### src/rtl/tw_pkg.sv
package tw_pkg;
  typedef enum logic [2:0] {
    PH_IDLE,
    PH_ADDR,
    PH_WRITE,
    PH_READ,
    PH_SKIP
  } phase_t;

  localparam int          BYTE_W     = 8;
  localparam int          REPLY_BITS = 3 * BYTE_W;
  localparam logic [1:0]  TYPE_WR    = 2'b01;
  localparam logic [1:0]  TYPE_RD    = 2'b11;
endpackage

### src/rtl/tw_sync.sv
module tw_sync #(
  parameter int              STAGES  = 2,
  parameter int              WIDTH   = 1,
  parameter logic [WIDTH-1:0] RST_VAL = '0
) (
  input  logic             clk,
  input  logic             rst,
  input  logic [WIDTH-1:0] d,
  output logic [WIDTH-1:0] q
);
  logic [WIDTH-1:0] stg [STAGES];

  for (genvar g = 0; g < STAGES; g++) begin : g_stage
    always_ff @(posedge clk) begin
      if (rst) begin
        stg[g] <= RST_VAL;
      end else if (g == 0) begin
        stg[g] <= d;
      end else begin
        stg[g] <= stg[(g == 0) ? 0 : g-1];
      end
    end
  end

  assign q = stg[STAGES-1];
endmodule

### src/rtl/tw_regfile.sv
module tw_regfile #(
  parameter int DEPTH = 16,
  parameter int WIDTH = 16,
  parameter int AW    = $clog2(DEPTH)
) (
  input  logic             clk,
  input  logic             we,
  input  logic [AW-1:0]    waddr,
  input  logic [WIDTH-1:0] wdata,
  input  logic [AW-1:0]    raddr,
  output logic [WIDTH-1:0] rdata
);
  logic [WIDTH-1:0] mem [DEPTH];

  always_ff @(posedge clk) begin
    if (we) begin
      mem[waddr] <= wdata;
    end
    rdata <= mem[raddr];
  end
endmodule

### src/rtl/tw_reply_tx.sv
module tw_reply_tx #(
  parameter int NBITS = 24,
  parameter int IW    = 5
) (
  input  logic             clk,
  input  logic             rst,
  input  logic             fall_evt,
  input  logic             active,
  input  logic [IW-1:0]    bit_idx,
  input  logic [NBITS-1:0] reply,
  output logic             dout,
  output logic             oe
);
  always_ff @(posedge clk) begin
    if (rst) begin
      dout <= 1'b0;
      oe   <= 1'b0;
    end else if (!active) begin
      oe   <= 1'b0;
    end else if (fall_evt) begin
      oe   <= 1'b1;
      dout <= reply[bit_idx];
    end
  end
endmodule

### src/rtl/tw_ctrl_slave.sv
module tw_ctrl_slave
  import tw_pkg::*;
#(
  parameter logic [5:0] DEV_ADDR    = 6'h2A,
  parameter int         NUM_REGS    = 16,
  parameter int         SYNC_STAGES = 2
) (
  input  logic clk,
  input  logic rst,
  input  logic ser_mode,
  input  logic ser_clk,
  input  logic ser_data_in,
  output logic ser_data_out,
  output logic ser_data_oe
);
  localparam int         REG_W = 2 * BYTE_W;
  localparam int         AW    = $clog2(NUM_REGS);
  localparam logic [7:0] NREG8 = 8'(NUM_REGS);
  localparam int         IW    = $clog2(REPLY_BITS);

  // synchronized lines: {mode, clock, data}, idle level high for mode and clock
  logic mode_s, sclk_s, din_s;
  tw_sync #(.STAGES(SYNC_STAGES), .WIDTH(3), .RST_VAL(3'b110)) sync_i (
    .clk(clk), .rst(rst),
    .d({ser_mode, ser_clk, ser_data_in}),
    .q({mode_s, sclk_s, din_s})
  );

  logic sclk_q, mode_q;
  always_ff @(posedge clk) begin
    if (rst) begin
      sclk_q <= 1'b1;
      mode_q <= 1'b1;
    end else begin
      sclk_q <= sclk_s;
      mode_q <= mode_s;
    end
  end

  logic rise_evt, fall_evt, mode_fall, mode_rise;
  assign rise_evt  =  sclk_s & ~sclk_q;
  assign fall_evt  = ~sclk_s &  sclk_q;
  assign mode_fall = ~mode_s &  mode_q;
  assign mode_rise =  mode_s & ~mode_q;

  phase_t            phase;
  logic              enabled;
  logic [6:0]        sh;
  logic [2:0]        bit_cnt;
  logic [1:0]        byte_cnt;
  logic              rd_armed, wr_ok;
  logic [6:0]        rd_ptr, wr_ptr;
  logic [7:0]        hi_byte;
  logic [7:0]        new_byte;
  logic              byte_done, dev_match;

  assign new_byte  = {din_s, sh};
  assign byte_done = enabled && rise_evt && (bit_cnt == 3'd7);
  assign dev_match = (new_byte[7:2] == DEV_ADDR);

  always_ff @(posedge clk) begin
    if (rst) begin
      phase    <= PH_IDLE;
      enabled  <= 1'b0;
      sh       <= '0;
      bit_cnt  <= '0;
      byte_cnt <= '0;
      rd_armed <= 1'b0;
      wr_ok    <= 1'b0;
      rd_ptr   <= '0;
      wr_ptr   <= '0;
      hi_byte  <= '0;
    end else begin
      if (rise_evt) begin
        enabled <= 1'b1;
      end
      if (enabled) begin
        if (mode_fall) begin
          phase    <= PH_ADDR;
          bit_cnt  <= '0;
          byte_cnt <= '0;
        end else if (mode_rise) begin
          bit_cnt  <= '0;
          byte_cnt <= '0;
          if (phase == PH_ADDR) begin
            phase <= PH_SKIP;
          end
        end else if (rise_evt) begin
          sh      <= new_byte[7:1];
          bit_cnt <= bit_cnt + 3'd1;
          if (bit_cnt == 3'd7 && byte_cnt != 2'd3) begin
            byte_cnt <= byte_cnt + 2'd1;
          end
        end
      end
      if (byte_done && !mode_fall && !mode_rise) begin
        unique case (phase)
          PH_ADDR: begin
            if (!mode_s) begin
              rd_armed <= 1'b0;
              wr_ok    <= 1'b0;
              if (dev_match && new_byte[1:0] == TYPE_WR) begin
                phase <= PH_WRITE;
              end else if (dev_match && new_byte[1:0] == TYPE_RD && rd_armed) begin
                phase <= PH_READ;
              end else begin
                phase <= PH_SKIP;
              end
            end
          end
          PH_WRITE: begin
            if (mode_s && byte_cnt == 2'd0) begin
              if (new_byte[7]) begin
                rd_armed <= 1'b1;
                rd_ptr   <= new_byte[6:0];
              end else begin
                wr_ok    <= 1'b1;
                wr_ptr   <= new_byte[6:0];
              end
            end else if (mode_s && byte_cnt == 2'd1) begin
              hi_byte <= new_byte;
            end
          end
          default: ;
        endcase
      end
    end
  end

  // register bank
  logic              mem_we;
  logic [REG_W-1:0]  rdata;
  assign mem_we = byte_done && !mode_fall && !mode_rise && mode_s &&
                  (phase == PH_WRITE) && (byte_cnt == 2'd2) && wr_ok &&
                  ({1'b0, wr_ptr} < NREG8);

  tw_regfile #(.DEPTH(NUM_REGS), .WIDTH(REG_W), .AW(AW)) regs_i (
    .clk(clk),
    .we(mem_we),
    .waddr(wr_ptr[AW-1:0]),
    .wdata({hi_byte, new_byte}),
    .raddr(rd_ptr[AW-1:0]),
    .rdata(rdata)
  );

  // reply assembly: [7:0] echo, [15:8] high byte, [23:16] low byte
  logic                  rd_valid;
  logic [REG_W-1:0]      rd_word;
  logic [REPLY_BITS-1:0] reply;
  logic                  tx_active;
  logic [IW-1:0]         bit_idx;

  assign rd_valid  = ({1'b0, rd_ptr} < NREG8);
  assign rd_word   = rd_valid ? rdata : '0;
  assign reply     = {rd_word[7:0], rd_word[15:8], ~rd_valid, rd_ptr};
  assign tx_active = enabled && (phase == PH_READ) && mode_s && (byte_cnt != 2'd3);
  assign bit_idx   = IW'({byte_cnt, bit_cnt});

  tw_reply_tx #(.NBITS(REPLY_BITS), .IW(IW)) tx_i (
    .clk(clk),
    .rst(rst),
    .fall_evt(fall_evt),
    .active(tx_active),
    .bit_idx(bit_idx),
    .reply(reply),
    .dout(ser_data_out),
    .oe(ser_data_oe)
  );
endmodule

### config.mk
export PLATFORM = sky130hd
export DESIGN_NAME = tw_ctrl_slave
export DESIGN_NICKNAME = d
export VERILOG_FILES = /design/src/rtl/tw_pkg.sv /design/src/rtl/tw_sync.sv /design/src/rtl/tw_regfile.sv /design/src/rtl/tw_reply_tx.sv /design/src/rtl/tw_ctrl_slave.sv
export SDC_FILE = /design/constraint.sdc
export NUM_CORES = 1
export LEC_CHECK = 0
export ABC_AREA = 1
export BUFFER_PORTS_ARGS = -buffer_cell sky130_fd_sc_hd__buf_2
export CAP_MARGIN = 20
export CORE_ASPECT_RATIO = 1.2
export CORE_MARGIN = 3
export CORE_UTILIZATION = 53
export CTS_BUF_LIST = sky130_fd_sc_hd__clkbuf_8 sky130_fd_sc_hd__clkbuf_16
export CTS_CLUSTER_SIZE = 25
export DETAILED_ROUTE_END_ITERATION = 10
export PLACE_DENSITY = 0.71
export SLEW_MARGIN = 10
export SYNTH_ARGS = -nofsm -noshare
export SYNTH_HDL_FRONTEND = slang
export SYNTH_SLANG_ARGS = --single-unit
### constraint.sdc
create_clock -name clk -period 2.4 [get_ports clk]
set_input_delay 0.72 -clock clk [delete_from_list [all_inputs] [get_ports clk]]
set_output_delay 0.72 -clock clk [all_outputs]
set_load 0.01 [all_outputs]
---- Word-level counts from Yosys, hierarchy flattened ----
Memories as Yosys holds them, arrays and structs flattened. A register that Yosys moved wholly into a read port is not among the register bits.
Index checks and enable logic that the tools add are counted.
word-level totals
  register bits after elaboration ......... 44
  RAM bits ................................ 262
  bits of input ports ..................... 5
  output and inout bits ................... 2
  word-level logic and storage cells ...... 118
  memories ................................ 2
memory list
  memory      words  width  read ports  clocked after Yosys merged registers in  write ports  RTL line          text
  regs_i.mem  16     16     1           1                                        1            tw_regfile.sv:13  logic [WIDTH-1:0] mem [DEPTH];
  sync_i.stg  2      3      2           0                                        2            tw_sync.sv:11     logic [WIDTH-1:0] stg [STAGES];
cells by class
  add/subtract/negate cells ............... 2
  $lt $le $gt $ge ......................... 3
  equality and inequality tests ........... 14
  multiplexer cells ....................... 33
  bitwise gates (word level) .............. 16
  reductions and logical operators ........ 34
operator list
  kind                                                                  count
  3-bit two-way mux                                                     14
  1-bit logical AND                                                     18
  16-bit two-way mux                                                    1
  4-bit AND reduction                                                   4
  7-bit by 5-bit < comparator with 1-bit output, second input constant  2
  1-bit two-way mux                                                     11
  1-bit inverter                                                        10
  5-bit AND reduction                                                   2
  2-bit two-way mux                                                     4
  2-bit != test, second input constant                                  4
  3-bit by 2-bit == test with 1-bit output, second input constant       2
  6-bit == test, second input constant                                  1
  5-bit by 6-bit < comparator with 1-bit output, second input constant  1
  3-bit nonzero test                                                    2
  1-bit binary-select mux with 5-bit select                             1
  1-bit bitwise AND                                                     4
  2-bit by 1-bit == test with 1-bit output, second input constant       2
  2-bit == test, second input constant                                  2
  1-bit case mux with 2 select lines                                    2
  2-bit AND reduction                                                   2
  3-bit by 1-bit adder with 3-bit output, second input constant         1
  3-bit by 1-bit == test with 1-bit output, second input constant       1
  3-bit == test, second input constant                                  1
  3-bit AND reduction                                                   1
  other kinds (7)                                                       9

---- Depth between registers and ports, before layout ----
  word-level depth ........................ 13
  mapped depth ............................ 10
  mapped depth without buffers ............ 10

---- Modules after synthesis ----
Synthesis repeated with hierarchy kept, for this count alone.
second synthesis, totals
  cell total of the unflattened synthesis .. 1,459
  area total of the unflattened synthesis .. 14,015.9 sq um
modules (own cells, without submodules)
  module         times used  cells an instance  area each (sq um)  seq. area each (sq um)
  tw_regfile     1           1,074              11,380.9           8,007.7
  tw_ctrl_slave  1           284                2,084.5            840.8
  tw_reply_tx    1           82                 381.6              40.0
  tw_sync        1           19                 168.9              120.1

---- Worst setup path after synthesis ----
Ideal clock, no wire load.
  path type ............................... reg-to-reg
  from .................................... memory sync_i.stg[1][2]
  to ...................................... memory regs_i.mem[0][0] (enable)
  setup time .............................. 0.388 ns
  arrival ................................. 2.191 ns
  data required time ...................... 2.012 ns
  setup slack ............................. -0.179 ns
  stages on the path, launching flop included .. 10
  path buffers ............................ 0
  clock period less this slack ............ 2.579 ns
  cell sequence ........................... dfxtp_1 inv_1 ha_1 nor2_2 inv_1 nor3_4 nand3_1 nor2_1 nand2_1 nor2_1
RTL lines
  item             RTL line
  start, declared  tw_sync.sv:11
  end, declared    tw_regfile.sv:13

==> flow_metrics.py <==
metrics = {
    "floorplanning": {
        "placementRows": 60,
        "core_um2": 22800,
        "dieArea_um2": 25500,
        "num_io_pins": 7,
        "start_util_pct": 54.8,
        "die_h_um": 174,
        "die_w_um": 146,
    },
    "synthesis": {
        "synth_top_family_by_area": "compound AO/OA/AOI/OAI gates",
        "synth_top_area_share_pct": 61.4,
        "synth-xor-area-share_pct": 0,
        "yosysTopAreaCell": "edfxtp_1",
        "synth_seq_cells": 322,
        "ys_types": 28,
        "synth_area_um2": 12500,
        "synth-adder-area-share_pct": 0.800,
        "async_reset_ff_share_pct": 0,
        "avgSynthCellArea_um2": 12.0,
        "yosysMostFrequentCell": "edfxtp_1",
        "syn_inst": 1039,
        "yosys.area_share.simple_pct": 10.2,
        "synth_ff_type": "edfxtp_1",
        "seq_area_frac_synth_pct": 72.0,
        "ys_top_cells_by_count": "256 x edfxtp_1, 179 x nor2_1, 154 x o21ai_0, 81 x nand2_1, 66 x dfxtp_1",
        "synth_compound_area_share_pct": 13.4,
        "synth_edf_count": 256,
        "synthesis.nets": 1052,
        "synth_area_leaders": "edfxtp_1 61%, dfxtp_1 11%, o21ai_0 6.2%",
        "muxShareOfSynthArea_pct": 0,
        "ys_warn_count": 0,
    },
    "critical_path": {
        "path_max_fanout": 9,
        "cpMostUsedCell": "nor2_2",
        "arrival_ns": 2.50,
        "cp-start-kind": "flip-flop",
        "end_kind": "flip-flop",
        "slowest_stage": "dfxtp_2",
        "crit_path_max_incr_delay_ns": 0.36,
        "path_cells": "inv_1 -> ha_1 -> nor2_2 -> inv_1 -> nor3_4 -> nand3_2 -> nor2_2 -> nand2_1 -> buf_4 -> nor2_2 -> buf_4",
        "cp_data_required_time_ns": 2.65,
        "critPathKind": "flip-flop to flip-flop",
    },
    "detailed_routing": {
        "num_vias": 8366,
        "wl_um": 30900,
        "via_per_inst": 5.92,
        "ant_nets": 0,
        "dr.pass1.iters": 5,
        "dr.first_iter.drc_count": 1160,
        "drc": 0,
        "wl_per_cell_um": 21.9,
    },
    "timing": {
        "finalCritPeriodShare_pct": 93.6,
        "relSlewSlack_pct": 39.7,
        "fmax_mhz": 445,
        "setup_ws_ns": 0.154,
        "finalSetupViolCount": 0,
        "final_max_slew_viol_count": 0,
        "worst_pin_slew_ns": 0.903,
        "fin_skew_ns": 0.00971,
        "final-hold-violation-count": 0,
        "period_needed_ns": 2.25,
        "finalSetupTns_ns": 0,
    },
    "clock_network": {
        "cts-buffers-inserted": 30,
        "root_buffer": "clkbuf_16",
        "cts_tree": "built",
        "ctsHoldBuffers": 0,
        "htreeDepth": 1,
        "cts-resized-gates": 0,
        "clkSinkCount": 322,
        "path_clk_slew_ns": 0.06,
        "insertion_delay_ns": 0.55,
        "cts_setup_buffers": 0,
        "clk_path_buf_depth": 3,
    },
    "grt": {
        "grt_usage_pct": 24.1,
        "grt_pass1_wl_um": 47600,
        "grt_max_degree": 89,
        "met3_usage_pct": 3.02,
        "top_usage_layer": "met2",
        "antenna_found_initial": 0,
        "grt_pass1_vias": 8111,
        "met1_usage_pct": 34.0,
        "grt_use_met2_pct": 38.6,
        "grt_overflow": 0,
    },
    "placement": {
        "placed_area_um2": 13300,
        "finalWeightedCongestion": 0.884,
        "hpwl_um": 19700,
        "port_buffers": 6,
        "pre_cts_ws_ns": 0.0691,
    },
    "power_and_ir_drop": {
        "p_leak_nw": 5.01,
        "power_density_nw_per_um2": 751,
        "max-vdd-ir-drop_uv": 708,
    },
    "layout": {
        "final_util_pct": 62.9,
        "n_antenna_cell": 0,
        "design_area_um2": 14400,
        "syn2layout_area_growth_pct": 14.8,
        "layout-drive-gt1-share_pct": 13.5,
        "nets": 1092,
    },
    "flow_run": {
        "maxCapViolations": 0,
    },
    "status": {
        "status": "completed",
    },
    "hold_path": {
        "hp-class": "primary input to flip-flop",
    },
}
[area by class of cell]
cell class / instances / area, um^2
Tap cell: 310 / 388
Multi-Input combinational cell: 607 / 3120
Fill cell: 1768 / 8460
Sequential cell: 322 / 9020
Clock buffer: 32 / 790
Inverter: 49 / 185
Timing Repair Buffer: 69 / 644
Clock inverter: 24 / 215
[power by group]
group	internal (mW)	switching, mW	leakage (nW)
Clock	2.79	1.97	0.502
Combinational	0.0224	0.0414	1.53
Sequential	5.95	0.00562	2.98
[critical path: cells and delay by family, from the launching register on]
family | cells | cell delay [ns]
buf+inv | 4 | 0.53
flops | 1 | 0.36
fa+ha+maj | 1 | 0.23
simple gates | 6 | 0.83
[flip-flops by register name, summed over array words and instances (netlist names), 3 cells and up]
register	count
sh	7
regs_i.rdata	16
hi_byte	8
bit_cnt	3
sync_i.stg	6
rd_ptr	7
wr_ptr	7
phase	3
regs_i.mem	256
[kinds of logic (layout without fill, tap and decap cells)]
logic type      Yosys count  after routing
flops                   322            322
simple gates            313            313
compound gates          286            286
buf+inv                 110            174
fa+ha+maj                 8              8
[per-stage QoR]
stage	instances	hold WS [ns]	total power [mW]
3_3_place_gp	1357	0.397	6.14
2_1_floorplan	1039	0.388	6.11
4_1_cts	1413	0.345	10.8
3_5_place_dp	1357	0.400	6.14
5_1_grt	1413	0.356	11.1
6_report	1413	0.353	10.8
[cells in the final DEF, fill, tap and decap left out, drive strengths merged]
cell,n
edfxtp,256
nor2,181
o21ai,165
nand2,82
buf,69
dfxtp,66
inv,51
o221ai,45
nand3,36
a21oi,35
clkbuf,32
o22ai,20
o211ai,19
clkinv,15
ha,8
nor3,7
or2,4
bufinv,4
clkinvlp,3
a211oi,2
nand3b,2
nand4,1
[final timing paths]
check / startpoint / end / slack, ns / depth (start not counted)
worst max-delay path: sync_i.stg[1][2]$_SDFF_PP1_ / regs_i.mem[14][3]$_DFFE_PP_ / 0.15 / 11
worst min register to register: sync_i.stg[0][0]$_SDFF_PP0_ / sync_i.stg[1][0]$_SDFF_PP0_ / 0.41 / 2
worst min-delay path: ser_mode / sync_i.stg[0][2]$_SDFF_PP1_ / 0.35 / 2
worst max register to register: sync_i.stg[1][2]$_SDFF_PP1_ / regs_i.mem[14][3]$_DFFE_PP_ / 0.15 / 11
[layer usage]
layer / part of all wire [%] / up-vias / wire length, um
li1: - / 3853 / -
met1: 41 / 4045 / 12800
met2: 48 / 394 / 14700
met3: 7.1 / 74 / 2210
met4: 3.9 / 0 / 1220
met5: 0 / - / 0
Power figures use the tool's default switching activity.
